[config.mk]
export PLATFORM = sky130hd
export DESIGN_NAME = perf_ctr_bank
export DESIGN_NICKNAME = d
export VERILOG_FILES = /design/src/rtl/pcb_pkg.sv /design/src/rtl/pcb_counter.sv /design/src/rtl/pcb_snapshot.sv /design/src/rtl/pcb_cond_name.sv /design/src/rtl/perf_ctr_bank.sv
export SDC_FILE = /design/constraint.sdc
export NUM_CORES = 1
export LEC_CHECK = 0
export BUFFER_PORTS_ARGS = -buffer_cell sky130_fd_sc_hd__buf_2
export CORE_ASPECT_RATIO = 1.75
export CORE_UTILIZATION = 40
export CTS_CLUSTER_SIZE = 40
export DETAILED_ROUTE_END_ITERATION = 8
export PLACE_DENSITY = 0.67
export SYNTH_ARGS = -nofsm -noshare
export SYNTH_HDL_FRONTEND = slang
export SYNTH_SLANG_ARGS = --single-unit
[constraint.sdc]
create_clock -name clk -period 4 [get_ports clk]
set_input_delay 0.8 -clock clk [delete_from_list [all_inputs] [get_ports clk]]
set_output_delay 0.8 -clock clk [all_outputs]
set_load 0.02 [all_outputs]
[src/rtl/pcb_pkg.sv]
package pcb_pkg;

  // Register word addresses of the auxiliary port
  typedef enum logic [3:0] {
    A_CTRL      = 4'd0,
    A_INDEX     = 4'd1,
    A_CFG       = 4'd2,
    A_CNTLO     = 4'd3,
    A_CNTHI     = 4'd4,
    A_SNAPLO    = 4'd5,
    A_SNAPHI    = 4'd6,
    A_BUILD     = 4'd7,
    A_CONDBUILD = 4'd8,
    A_CIDX      = 4'd9,
    A_NAME0     = 4'd10,
    A_NAME1     = 4'd11
  } reg_addr_e;

  // Control register bit positions
  localparam int unsigned CTRL_EN_BIT   = 0;
  localparam int unsigned CTRL_SNAP_BIT = 1;

  // One ASCII hex digit, uppercase
  function automatic logic [7:0] hex_char(input logic [3:0] n);
    return (n < 4'd10) ? (8'h30 + {4'h0, n}) : (8'h37 + {4'h0, n});
  endfunction

  // Eight-character name of a condition: {word1, word0}
  function automatic logic [63:0] cond_name(input logic [7:0] c);
    logic [31:0] w0;
    logic [31:0] w1;
    w0 = {8'h54, 8'h4E, 8'h56, 8'h45};                         // "EVNT"
    w1 = {8'h00, hex_char(c[3:0]), hex_char(c[7:4]), 8'h23};  // "#hl\0"
    return {w1, w0};
  endfunction

endpackage

[src/rtl/pcb_counter.sv]
module pcb_counter #(
  parameter int unsigned W        = 48,
  parameter int unsigned NUM_COND = 16,
  parameter int unsigned CFGW     = 4
) (
  input  logic                clk,
  input  logic                rst_n,
  input  logic                en_i,
  input  logic [NUM_COND-1:0] cond_vec_i,
  input  logic                cfg_we_i,
  input  logic [CFGW-1:0]     cfg_wval_i,
  input  logic                lo_we_i,
  input  logic                hi_we_i,
  input  logic [31:0]         wdata_i,
  output logic [CFGW-1:0]     cfg_o,
  output logic [W-1:0]        cnt_o
);
  localparam int unsigned CSPAN = 1 << CFGW;

  logic [CFGW-1:0]  cfg_q;
  logic [W-1:0]     cnt_q;
  logic [W-1:0]     cnt_nxt;
  logic [CSPAN-1:0] cond_pad;
  logic             hit;
  logic [63:0]      hi_ext;
  logic [W-1:0]     lo_val;

  // Pad so every storable config value indexes a defined bit
  assign cond_pad = CSPAN'(cond_vec_i);
  assign hit      = en_i & cond_pad[cfg_q];

  // High preset: upper bits from write data, low 32 bits kept
  assign hi_ext = {wdata_i, cnt_q[31:0]};

  always_comb begin
    lo_val        = cnt_q;
    lo_val[31:0]  = wdata_i;
    cnt_nxt       = cnt_q;
    if (hit)      cnt_nxt = cnt_q + W'(1);
    if (lo_we_i)  cnt_nxt = lo_val;
    if (hi_we_i)  cnt_nxt = hi_ext[W-1:0];
  end

  always_ff @(posedge clk or negedge rst_n) begin
    if (!rst_n) begin
      cfg_q <= '0;
      cnt_q <= '0;
    end else begin
      if (cfg_we_i) cfg_q <= cfg_wval_i;
      cnt_q <= cnt_nxt;
    end
  end

  assign cfg_o = cfg_q;
  assign cnt_o = cnt_q;

  // condition 0 leaves the count alone
  a_r4_never_holds: assert property (@(posedge clk) disable iff (!rst_n)
    (cfg_q == '0 && !lo_we_i && !hi_we_i) |=> (cnt_q == $past(cnt_q)));

  // global enable low freezes the count
  a_r5_gate_off: assert property (@(posedge clk) disable iff (!rst_n)
    (!en_i && !lo_we_i && !hi_we_i) |=> (cnt_q == $past(cnt_q)));

  // a counter never moves by more than one per clock
  a_r3_step_one: assert property (@(posedge clk) disable iff (!rst_n)
    (!lo_we_i && !hi_we_i) |=>
      (cnt_q == $past(cnt_q) || cnt_q == $past(cnt_q) + W'(1)));

endmodule

[src/rtl/pcb_snapshot.sv]
module pcb_snapshot #(
  parameter int unsigned W = 48
) (
  input  logic         clk,
  input  logic         rst_n,
  input  logic         cap_i,
  input  logic [W-1:0] din_i,
  output logic [W-1:0] snap_o
);
  logic [W-1:0] snap_q;

  always_ff @(posedge clk or negedge rst_n) begin
    if (!rst_n)     snap_q <= '0;
    else if (cap_i) snap_q <= din_i;
  end

  assign snap_o = snap_q;

  // the snapshot pair only changes on a capture
  a_r7_snap_hold: assert property (@(posedge clk) disable iff (!rst_n)
    !cap_i |=> $stable(snap_q));

  // a capture loads the presented value
  a_r7_snap_load: assert property (@(posedge clk) disable iff (!rst_n)
    cap_i |=> (snap_q == $past(din_i)));

endmodule

[src/rtl/pcb_cond_name.sv]
module pcb_cond_name #(
  parameter int unsigned NUM_COND = 16
) (
  input  logic [7:0]  cidx_i,
  output logic [63:0] name_o
);
  localparam logic [7:0] NCOND8 = 8'(NUM_COND);

  always_comb begin
    if (cidx_i < NCOND8) name_o = pcb_pkg::cond_name(cidx_i);
    else                 name_o = '0;
  end

endmodule

[src/rtl/perf_ctr_bank.sv]
module perf_ctr_bank #(
  parameter int unsigned NUM_CTR  = 4,   // 1..255
  parameter int unsigned SIZE_SEL = 1,   // 0..2, width 32 + 16*SIZE_SEL
  parameter int unsigned NUM_COND = 16   // 2..255, condition 0 is "never"
) (
  input  logic                clk,
  input  logic                rst_n,
  input  logic                reg_wr,
  input  logic                reg_rd,
  input  logic [3:0]          reg_addr,
  input  logic [31:0]         reg_wdata,
  output logic [31:0]         reg_rdata,
  input  logic [NUM_COND-1:1] cond_i
);
  import pcb_pkg::*;

  localparam int unsigned W      = 32 + 16 * SIZE_SEL;
  localparam int unsigned CFGW   = $clog2(NUM_COND);
  localparam logic [7:0]  NCTR8  = 8'(NUM_CTR);
  localparam logic [7:0]  NCOND8 = 8'(NUM_COND);
  localparam logic [1:0]  SIZE2  = 2'(SIZE_SEL);

  // Control and index state
  logic        en_q;
  logic        snap_bit_q;
  logic [15:0] keep_q;
  logic [7:0]  idx_q;
  logic [7:0]  cidx_q;

  logic wr_ctrl, wr_cfg, wr_lo, wr_hi;
  assign wr_ctrl = reg_wr && (reg_addr == A_CTRL);
  assign wr_cfg  = reg_wr && (reg_addr == A_CFG);
  assign wr_lo   = reg_wr && (reg_addr == A_CNTLO);
  assign wr_hi   = reg_wr && (reg_addr == A_CNTHI);

  always_ff @(posedge clk or negedge rst_n) begin
    if (!rst_n) begin
      en_q       <= 1'b0;
      snap_bit_q <= 1'b0;
      keep_q     <= '0;
      idx_q      <= '0;
      cidx_q     <= '0;
    end else begin
      if (wr_ctrl) begin
        en_q       <= reg_wdata[CTRL_EN_BIT];
        snap_bit_q <= reg_wdata[CTRL_SNAP_BIT];
        keep_q     <= reg_wdata[31:16];
      end else begin
        snap_bit_q <= 1'b0;
      end
      if (reg_wr && reg_addr == A_INDEX) idx_q  <= reg_wdata[7:0];
      if (reg_wr && reg_addr == A_CIDX)  cidx_q <= reg_wdata[7:0];
    end
  end

  // Config values beyond the condition count fall back to "never"
  logic [CFGW-1:0] cfg_wval;
  assign cfg_wval = (reg_wdata < 32'(NUM_COND)) ? reg_wdata[CFGW-1:0] : '0;

  // Condition vector with bit 0 tied low: condition 0 never fires
  logic [NUM_COND-1:0] cond_vec;
  assign cond_vec = {cond_i, 1'b0};

  // Counter array
  logic [NUM_CTR-1:0][W-1:0]    cnt_arr;
  logic [NUM_CTR-1:0][CFGW-1:0] cfg_arr;

  for (genvar gi = 0; gi < NUM_CTR; gi++) begin : g_ctr
    logic sel;
    assign sel = (idx_q == 8'(gi));
    pcb_counter #(
      .W        (W),
      .NUM_COND (NUM_COND),
      .CFGW     (CFGW)
    ) u_ctr (
      .clk        (clk),
      .rst_n      (rst_n),
      .en_i       (en_q),
      .cond_vec_i (cond_vec),
      .cfg_we_i   (wr_cfg & sel),
      .cfg_wval_i (cfg_wval),
      .lo_we_i    (wr_lo & sel),
      .hi_we_i    (wr_hi & sel),
      .wdata_i    (reg_wdata),
      .cfg_o      (cfg_arr[gi]),
      .cnt_o      (cnt_arr[gi])
    );
  end

  // Selected counter; zero when the index has no counter behind it
  logic [W-1:0]    cnt_sel;
  logic [CFGW-1:0] cfg_sel;
  logic            sel_ok;

  assign sel_ok = (idx_q < NCTR8);

  always_comb begin
    cnt_sel = '0;
    cfg_sel = '0;
    for (int i = 0; i < NUM_CTR; i++) begin
      if (idx_q == 8'(i)) begin
        cnt_sel = cnt_arr[i];
        cfg_sel = cfg_arr[i];
      end
    end
  end

  // Snapshot pair
  logic         snap_cap;
  logic [W-1:0] snap_val;
  assign snap_cap = wr_ctrl & reg_wdata[CTRL_SNAP_BIT];

  pcb_snapshot #(.W(W)) u_snap (
    .clk    (clk),
    .rst_n  (rst_n),
    .cap_i  (snap_cap),
    .din_i  (cnt_sel),
    .snap_o (snap_val)
  );

  // Condition names
  logic [63:0] name_val;
  pcb_cond_name #(.NUM_COND(NUM_COND)) u_name (
    .cidx_i (cidx_q),
    .name_o (name_val)
  );

  // Read mux and registered read data
  logic [63:0] cnt64, snap64;
  logic [31:0] rd_val;
  assign cnt64  = 64'(cnt_sel);
  assign snap64 = 64'(snap_val);

  always_comb begin
    case (reg_addr)
      A_CTRL:      rd_val = {keep_q, 14'b0, snap_bit_q, en_q};
      A_INDEX:     rd_val = {24'b0, idx_q};
      A_CFG:       rd_val = 32'(cfg_sel);
      A_CNTLO:     rd_val = cnt64[31:0];
      A_CNTHI:     rd_val = cnt64[63:32];
      A_SNAPLO:    rd_val = snap64[31:0];
      A_SNAPHI:    rd_val = snap64[63:32];
      A_BUILD:     rd_val = {1'b1, 21'b0, SIZE2, NCTR8};
      A_CONDBUILD: rd_val = {1'b1, 23'b0, NCOND8};
      A_CIDX:      rd_val = {24'b0, cidx_q};
      A_NAME0:     rd_val = name_val[31:0];
      A_NAME1:     rd_val = name_val[63:32];
      default:     rd_val = '0;
    endcase
  end

  always_ff @(posedge clk or negedge rst_n) begin
    if (!rst_n)      reg_rdata <= '0;
    else if (reg_rd) reg_rdata <= rd_val;
  end

  // the snapshot request never lingers
  a_r8_snap_clears: assert property (@(posedge clk) disable iff (!rst_n)
    (snap_bit_q && !wr_ctrl) |=> !snap_bit_q);

  // read data holds between read strobes
  a_r14_rdata_hold: assert property (@(posedge clk) disable iff (!rst_n)
    !reg_rd |=> $stable(reg_rdata));

  // an out-of-range index writes no config and no count
  a_r13_oob_no_write: assert property (@(posedge clk) disable iff (!rst_n)
    ((wr_cfg || wr_lo || wr_hi) && !sel_ok) |=> $stable(cfg_arr));

  // a snapshot taken at an out-of-range index yields zero
  a_r13_oob_snap_zero: assert property (@(posedge clk) disable iff (!rst_n)
    (snap_cap && !sel_ok) |=> (snap_val == '0));

endmodule

After elaboration in Yosys (flattened, before gate mapping) --
Cells that the tools add are included.
Word-level totals: output and inout port bits 32, register bits 322, input port bits 55, word-level logic and storage cells 132
Cells by class: multiplexer cells 34, reductions and logical operators 24, magnitude comparators 8, bitwise operators 21, $add $sub $neg 8, equal/unequal tests 18
Operators with widths (number):
- 48-bit 2-to-1 mux | 16
- 32-bit case mux with 12 select lines | 1
- 48-bit by 1-bit adder with 48-bit output (second input constant) | 4
- 56-bit 2-to-1 mux | 1
- 32-bit by 5-bit < comparator with 1-bit output (second input constant) | 1
- 6-bit by 4-bit adder with 7-bit output (first input constant) | 4
- 4-bit by 5-bit < comparator with 1-bit output (second input constant) | 4
- 4-bit 2-to-1 mux | 5
- 1-bit AND | 17
- 1-bit binary-select mux with 4-bit select | 4
- 4-bit by 3-bit == test with 1-bit output (second input constant) | 4
- 4-bit == test (second input constant) | 4
- 8-bit by 2-bit == test with 1-bit output (second input constant) | 2
- 8-bit 2-to-1 mux | 2
- 2-bit AND reduction | 8
- 2-bit nonzero test | 8
- 4-bit by 2-bit == test with 1-bit output (second input constant) | 2
- 8-bit by 1-bit == test with 1-bit output (second input constant) | 1
- 8-bit logical NOT | 1
- 4-bit < comparator (second input constant) | 2
- 8-bit by 5-bit < comparator with 1-bit output (second input constant) | 1
- 2-bit != test (second input constant) | 4
- 1-bit logical AND | 6
- 1-bit 2-to-1 mux | 5
- 3 further kinds | 6

Logic depth before layout (Yosys ltp) --
Gate-level depths: netlist of the first run.
depth after elaboration 6, mapped depth 10, depth with buffers taken out 8

Cells and area by module --
A second synthesis of the first run with hierarchy kept.
Unflattened totals: cells, all modules 2328, area, all modules 22821.9 um2
By module, submodules not included:
- pcb_counter | seq. area each 1301.2 um2, cells an instance 402, times used 4, area an instance 3627.2 um2
- perf_ctr_bank | seq. area each 1651.6 um2, cells an instance 538, times used 1, area an instance 5874.4 um2
- pcb_snapshot | seq. area each 1201.2 um2, cells an instance 101, times used 1, area an instance 1860.5 um2
- pcb_cond_name | seq. area each 0.0 um2, cells an instance 81, times used 1, area an instance 578.1 um2

Worst setup path before layout of the first run --
Ideal clock, no wire load.
path type input to register, start point input reg_addr[3], end point register g_ctr[3].u_ctr.cnt_q[29], arrival 2.630 ns, setup time 0.141 ns, slack 1.229 ns, path buffers 4, stages on the path 8, required time 3.859 ns, cell sequence buf_2 -> or3b_1 -> clkbuf_1 -> or4_1 -> buf_2 -> buf_2 -> a221oi_1 -> a31oi_1
On the way: cells in the longest elaborated chain, start to end 5, elaborated cells on any way between the ends 10, classes of those cells eq/ne: 2; mux: 1; bitwise: 3; reduce/logical: 4
Ends and longest elaborated chain:
- from (decl) | line perf_ctr_bank.sv:10 | input logic [3:0] reg_addr,
- 4-bit by 2-bit == test with 1-bit output / 4-bit by 3-bit == test with 1-bit output (equally long branches) | line perf_ctr_bank.sv:33, perf_ctr_bank.sv:34
- 1-bit logical AND, on equally long branches | line perf_ctr_bank.sv:33, perf_ctr_bank.sv:34
- 1-bit AND, on equally long branches | line perf_ctr_bank.sv:82, perf_ctr_bank.sv:83
- 2-bit nonzero test (no line) / 1-bit inverter (equally long branches)
- 2-bit AND reduction (no line)
- to (signal assigned) | line pcb_counter.sv:50 | cnt_q <= cnt_nxt;
- to (decl) | line pcb_counter.sv:21 | logic [W-1:0] cnt_q;
Several ways; a longest one is shown, not always the timed one. The select of a mux whose other input is x is not followed. A chain may end at the register's enable or synchronous reset.

Final worst setup path of the first run --
start point input reg_addr[1], end point register g_ctr[2].u_ctr.cnt_q[7]
On the way: cells in the longest elaborated chain, start to end 5, elaborated cells on any way between the ends 10, classes of those cells eq/ne: 2; mux: 1; bitwise: 3; reduce/logical: 4
Ends and longest elaborated chain (line):
- 4-bit by 2-bit == test with 1-bit output / 4-bit by 3-bit == test with 1-bit output (equally long branches) | perf_ctr_bank.sv:33, perf_ctr_bank.sv:34
- 1-bit logical AND, on equally long branches | perf_ctr_bank.sv:33, perf_ctr_bank.sv:34
- 1-bit AND, on equally long branches | perf_ctr_bank.sv:82, perf_ctr_bank.sv:83
- 2-bit nonzero test (no line) / 1-bit inverter (equally long branches)
- 2-bit AND reduction (no line)
- to (signal assigned) | pcb_counter.sv:50
- to (decl) | pcb_counter.sv:21
Several ways; a longest one is shown, not always the timed one. The select of a mux whose other input is x is not followed.

==> flow_metrics.tcl, run 1 <==
set metrics [dict create \
    cts_buffer_depth 3 \
    top_layer_used "met5" \
    synthTopCellsByArea "dfrtp_1 41%, mux4_2 6.6%, nand2_1 5.8%" \
    reg2reg_slack_ns 0.63 \
    cp_slowest_cell "nor4b_2" \
    slew_headroom 0.0749 \
    die_w_microns 170 \
    ys_seq_area_frac 0.407 \
    fillCellCount 4692 \
    post_cts_resized 0 \
    synth_top_area_cell "dfrtp_1" \
    drt_iter0_markers 2212 \
    place.gp.congestion 1.08 \
    num_vias 19800 \
    wl_per_cell_microns 31.0 \
    synthArstFlopShare 1.00 \
    path_common_cell "nand4_1" \
    max_freq_mhz 287 \
    dr_wl_met3_microns 8400 \
    hold_viol 0 \
    min_period_ns 3.48 \
    p_per_area_nw_per_um2 411 \
    max_slew.worst_pin.slew_ns 1.37 \
    synth-adder-area-share 0.00379 \
    start_kind "primary input" \
    synth-compound-area-share 0.190 \
    clock_latency_ns 0.56 \
    critical_path_class "in2reg" \
    synth_top_family_by_area "simple AND/OR/NAND/NOR gates" \
    crit_chain "buf_2 > nor4b_2 > nand4_1 > nand4_1 > nand2_1 > and3_1 > nor3_1 > a21oi_1" \
    max_stage_delay_ns 0.61 \
    port_buffers 86 \
    grt_pass1_wl_microns 131000 \
    synth-xor-area-share 0.0362 \
    grtUsageTotal 0.362 \
    syn_nets 2268 \
    grt_antenna_before_repair 3 \
    start_util 0.407 \
    p_leak_nw 8.75 \
    wl_met1_microns 28500 \
    cap_violations 0 \
    synth_cell_types 89 \
    drive_gt1_frac 0.163 \
    crit_fanout 17 \
    io_pins 87 \
    nets 2312 \
    cp_data_arrival_time_ns 3.87 \
    routed_via_density 6.76 \
    drc 0 \
    dpl.hpwl_microns 66200 \
    clock-sinks 322 \
    cts_tree "yes" \
    rsz0062_at_grt "false" \
    yosysWarnings 0 \
    ys_ff_latch 322 \
    final_common_cell "dfrtp_1" \
    cts.clk_slew.worst_paths_ns 0.07 \
    finalClockSkew_ns 0.0265 \
    crit_path_end_kind "flip-flop" \
    timing.hold.ws_ns 0.262 \
    cp.required_ns 4.38 \
    peakVddDrop_mv 0.273 \
    h-tree-depth 2 \
    std_cell_rows 107 \
    finalSetupTns_ns 0 \
    p_total_w 0.00918 \
    root_buffer "clkbuf_16" \
    die_area_sq_um 50500 \
    synth_enable_flop_cells 0 \
    numCtsBuffers 34 \
    holdCritPathClass "in2async" \
    final_cell_mix "320 x dfrtp_1, 307 x nand2_1, 168 x o21ai_0" \
    synth-simple-area-share 0.224 \
    synth_ff_type "dfrtp_1" \
    setup_violations 0 \
    slew_viol_final 0 \
    netlist_area_sq_um 19800 \
    status "complete, no violations" \
    grt_overflow 0 \
    cts_hold_buffers 0 \
    cts_setup_buffers 0 \
    synthMuxAreaShare 0.0961 \
    wl_met2_microns 43600 \
    core_sq_um 48700 \
    grt_pass1_vias 19400 \
    fp.dieH_microns 296 \
    drt_wl_total_microns 90700 \
    postRouteAntennaNets 0 \
    drt_pre_antenna_iters 6 \
    synth_top_area_frac 0.407 \
    avgSynthCellArea_sq_um 8.98 \
    syn2layout_area_growth_pct 12.6 \
    fin_crit_sh 0.870 \
    grt_max_degree 91 \
    syn-instance-count 2207 \
]
through the flow:
step                setup WS [ns]  instance area (sq um)  instances  utilization
finish                      0.520                  22300       2930        0.458
global placement            0.281                  21100       2869        0.433
CTS                         0.649                  22300       2927        0.458
global route                0.510                  22300       2927        0.458
floorplan                    1.23                  19800       2207            -
detailed placement          0.240                  21100       2869        0.433
cells in the mapped netlist (46+ instances only):
library cell,instances
clkbuf_1,109
mux4_2,58
nor3_1,60
o21ai_0,169
o22ai_1,78
dfrtp_1,322
a21oi_1,120
nand4_1,53
nand3_1,103
nand2_1,307
mux2_2,46
inv_1,51
nor2_1,153
report_power, final:
part	leakage (nW)	total, W	internal, W	switching [W]
sequential	4.33	0.00408	0.00358	0.000498
clock	0.593	0.00356	0.00212	0.00144
combinational	3.83	0.00154	0.000644	0.000895
worst paths after layout:
check,startpoint,endpoint,depth (start not counted)
max,reg_addr[1],g_ctr[2].u_ctr.cnt_o[7],8
min,rst_n,g_ctr[0].u_ctr.cnt_o[38],1
max reg2reg,idx_q[1],g_ctr[2].u_ctr.cnt_o[7],8
min reg2reg,u_snap.snap_o[7],u_snap.snap_o[7],2
max in group asynchronous,rst_n,g_ctr[1].u_ctr.cnt_o[25],2
min in group clk,u_snap.snap_o[7],u_snap.snap_o[7],2
state kept, by name, summed over array words and instances (netlist names):
signal,count
u_snap.snap_o,48
keep_q,16
g_ctr.u_ctr.cfg_o,16
reg_rdata,32
g_ctr.u_ctr.cnt_o,192
snap_bit_q,1
idx_q,8
en_q,1
cidx_q,8
worst max-delay path, delay by kind of cell:
kind / cells / cell delay, ns
simple gates: 6 / 2.77
buf+inv: 1 / 0.22
compound gates: 1 / 0.07
cells by family (layout without fill, tap and decap cells):
family | after synthesis | after routing
xor+xnor | 82 | 82
fa+ha+maj | 6 | 6
other cells | 0 | 3
compound gates | 583 | 583
simple gates | 891 | 891
buf+inv | 211 | 277
mux | 112 | 112
flops | 322 | 322
metal layers:
layer  up-vias  track usage
met5         -            0
met4         2        0.346
met3       489       0.0861
met2      1303        0.607
met1      9701        0.369
li1       8326            -
final cells by class:
cell class / count / area (sq um) / area share
multi-input combinational: 1674 / 10900 / 0.490
sequential: 322 / 8060 / 0.361
timing repair buffer: 168 / 1090 / 0.0490
clock buffer: 47 / 991 / 0.0444
tap: 654 / 818 / 0.0367
clock inverter: 11 / 213 / 0.00953
inverter: 51 / 191 / 0.00858
antenna: 3 / 7.51 / 0.000336
No activity file was read; power rests on OpenSTA's default activity.
==> run 2: changes to the inputs <==
--- a/config.mk
+++ b/config.mk
@@ -13,4 +13,5 @@
 export PLACE_DENSITY = 0.67
 export SYNTH_ARGS = -nofsm -noshare
 export SYNTH_HDL_FRONTEND = slang
+export SYNTH_HIERARCHICAL = 1
 export SYNTH_SLANG_ARGS = --single-unit
==> run 2 against run 1 <==
Sequential power increased by 5.1%. Fmax decreased by 1.1%. Register-to-register slack lost 0.15 ns. Critical path type is now reg2reg. Final cell count grew 7.4%. Global-route usage is 1.4 points lower. Synthesized cell count rose by 5.5%. Sequential cell count stayed put. Critical path depth up 2. Area after synthesis increased by 15%. Power rose by 14%. Combinational power is 54% higher. Critical endpoint is now g_ctr[3].u_ctr/cnt_o[21].
==> flow_metrics.tcl, run 2 <==
set metrics [dict create \
    status "complete, no violations" \
    fin_crit_sh 0.880 \
    cp_data_arrival_time_ns 3.94 \
    max_slew.worst_pin.slew_ns 1.13 \
    cts.clk_slew.worst_paths_ns 0.06 \
    drt_pre_antenna_iters 6 \
    clock_latency_ns 0.55 \
    synth_enable_flop_cells 0 \
    num_vias 21400 \
    rsz0062_at_grt "false" \
    dpl.hpwl_microns 75500 \
    cp.required_ns 4.42 \
    syn2layout_area_growth_pct 10.3 \
    yosysMostFrequentCell "dfrtp_1" \
    synth_cell_types 87 \
    p_sw_w 0.00364 \
    final_cell_mix "320 x dfrtp_1, 171 x nand2_1, 134 x nor2_1" \
    syn-instance-count 2328 \
    drive_gt1_frac 0.218 \
    holdCritPathClass "in2async" \
    min_period_ns 3.52 \
    routed_via_density 6.81 \
    fin_area_sq_um 25200 \
    cap_violations 0 \
    start_util 0.406 \
    root_buffer "clkbuf_16" \
    drt_iter0_markers 2041 \
    setup_violations 0 \
    yosysWarnings 6 \
    numCtsBuffers 36 \
    ys_ff_latch 322 \
    fp.dieH_microns 318 \
    ys_seq_area_frac 0.353 \
    p_total_w 0.0104 \
    drc 0 \
    clock-sinks 322 \
    p_per_area_nw_per_um2 414 \
    worst-path-stages 10 \
    cts_buffer_depth 3 \
    port_buffers 86 \
    h-tree-depth 2 \
    cts_setup_buffers 0 \
    hold_viol 0 \
    finalClockSkew_ns 0.0113 \
    start_kind "flip-flop" \
    synth_top_area_frac 0.353 \
    peakVddDrop_mv 0.242 \
    post_cts_resized 0 \
    sw_frac_of_total 0.349 \
    drt_wl_total_microns 101000 \
    grt_max_degree 80 \
    crit_chain "nor4_4 > buf_4 > and2_1 > nand4_1 > nor2_2 > buf_4 > nor2_1 > and4_1 > a222oi_1 > nand2b_1" \
    synth_top_area_cell "dfrtp_1" \
    std_cell_rows 115 \
    cts_tree "yes" \
    grtUsageTotal 0.348 \
    grt_pass1_vias 21300 \
    worst_r2r_path_depth 10 \
    postRouteAntennaNets 0 \
    crit_buf_inv 2 \
    synthArstFlopShare 1.00 \
    place.gp.congestion 1.04 \
    io_pins 87 \
    slew_headroom 0.242 \
    synthTopCellsByArea "dfrtp_1 35%, mux4_2 5.9%, mux2_2 3.3%" \
    largest_reg_flops 192 \
    nets 2421 \
    grt_overflow 0 \
    die_area_sq_um 58100 \
    crit_fanout 50 \
    grt_antenna_before_repair 5 \
    finalSetupTns_ns 0 \
    clkPwrFrac 0.361 \
    critical_path_class "reg2reg" \
    path_common_cell "buf_4" \
    core_sq_um 56300 \
    wl_per_cell_microns 32.1 \
    synth_ff_type "dfrtp_1" \
    cp_slowest_cell "buf_4" \
    seq_power_share 0.411 \
    slew_viol_final 0 \
    cts_hold_buffers 0 \
    place_ws_ns 0.542 \
    netlist_area_sq_um 22800 \
    grt_pass1_wl_microns 147000 \
    p_leak_nw 9.89 \
    max_stage_delay_ns 0.45 \
    synth_common_cells "322 x dfrtp_1, 171 x nand2_1, 142 x nor2_1" \
    crit_path_end_kind "flip-flop" \
    setup_ws_ns 0.480 \
    die_w_microns 183 \
    final_common_cell "dfrtp_1" \
    pwr-share-comb 0.227 \
    p_int_w 0.00679 \
    dpl_cell_area_sq_um 23900 \
    path_delay_family "simple AND/OR/NAND/NOR gates" \
    max_freq_mhz 284 \
    fillCellCount 5331 \
    avgSynthCellArea_sq_um 9.80 \
]
-- run 2: changes by cell type after synthesis, sizes merged, moves of 34 or more --
| cell | previous run | this run |
|---|---|---|
| a2111oi | 2 | 36 |
| a21oi | 122 | 71 |
| a22oi | 21 | 101 |
| buf | 51 | 139 |
| mux2 | 46 | 111 |
| mux2i | 8 | 52 |
| nand2 | 308 | 175 |
| o21ai | 178 | 59 |
| o22ai | 78 | 38 |
| o2bb2ai | 1 | 41 |
-- run 2: worst reg2reg max path, stage by stage, from the launching register on --
cell and delay, ns:
dfrtp_1 0.42, nor4_4 0.31, buf_4 0.45, and2_1 0.28
nand4_1 0.25, nor2_2 0.26, buf_4 0.42, nor2_1 0.35
and4_1 0.30, a222oi_1 0.25, nand2b_1 0.09
-- run 2: final timing paths --
kind                                     from                       end  slack (ns)
worst min register to register  reg_rdata[29]             reg_rdata[29]        0.48
worst max register to register       idx_q[5]  g_ctr[3].u_ctr/cnt_o[21]        0.48
max in group asynchronous               rst_n  g_ctr[2].u_ctr/cnt_o[21]        2.76
worst min-delay path                    rst_n  g_ctr[3].u_ctr/cnt_o[37]        0.24
worst max-delay path                 idx_q[5]  g_ctr[3].u_ctr/cnt_o[21]        0.48
min in group clk                reg_rdata[29]             reg_rdata[29]        0.48
-- run 2: logic make-up (layout without fill, tap and decap cells) --
logic type	Yosys count	count (layout)	share of synthesized area
and+or+nand+nor	831	831	0.199
AOI/OAI and AO/OA	603	603	0.217
DFF	322	322	0.353
buffers and inverters	292	311	0.0686
muxes	223	223	0.140
xor gates and xnor gates	49	49	0.0188
adders and majority gates	6	6	0.00329
other	2	43	0.000329
-- run 2: power by group through the flow --
| stage | registers [W] | clock network [W] | logic, W |
|---|---|---|---|
| 3_5_place_dp | 0.00432 | 0 | 0.00232 |
| 6_report | 0.00429 | 0.00377 | 0.00237 |
| 2_1_floorplan | 0.00408 | 0 | 0.00160 |
| 3_3_place_gp | 0.00431 | 0 | 0.00228 |
| 4_1_cts | 0.00426 | 0.00382 | 0.00232 |
| 5_1_grt | 0.00434 | 0.00392 | 0.00250 |
-- run 2: per-layer routing --
metal	part of all wire	vias up	routed length (microns)	GRT usage
met5	0	-	0	0
met2	0.51	1260	51200	0.615
met1	0.33	10700	32900	0.360
li1	-	9049	-	-
met4	0.093	0	9420	0.273
met3	0.076	418	7650	0.0618
-- run 2: final cells by class --
cell class	instances	area (sq um)	share of cell area
Tap cell	760	951	0.0378
Antenna cell	3	7.51	0.000298
Clock inverter	15	258	0.0102
Clock buffer	48	1030	0.0408
Timing Repair Buffer	186	1240	0.0493
Multi-Input combinational cell	1752	13400	0.532
Inverter	62	233	0.00924
Sequential cell	322	8060	0.320
-- run 2: stage by stage --
stage	std cells	utilization	hold WS, ns
final	3148	0.447	0.243
after global routing	3146	0.447	0.279
after CTS	3145	0.447	0.249
after detailed placement	3082	0.424	0.476
after global placement	3082	0.424	0.471
after floorplan	2366	-	0.465
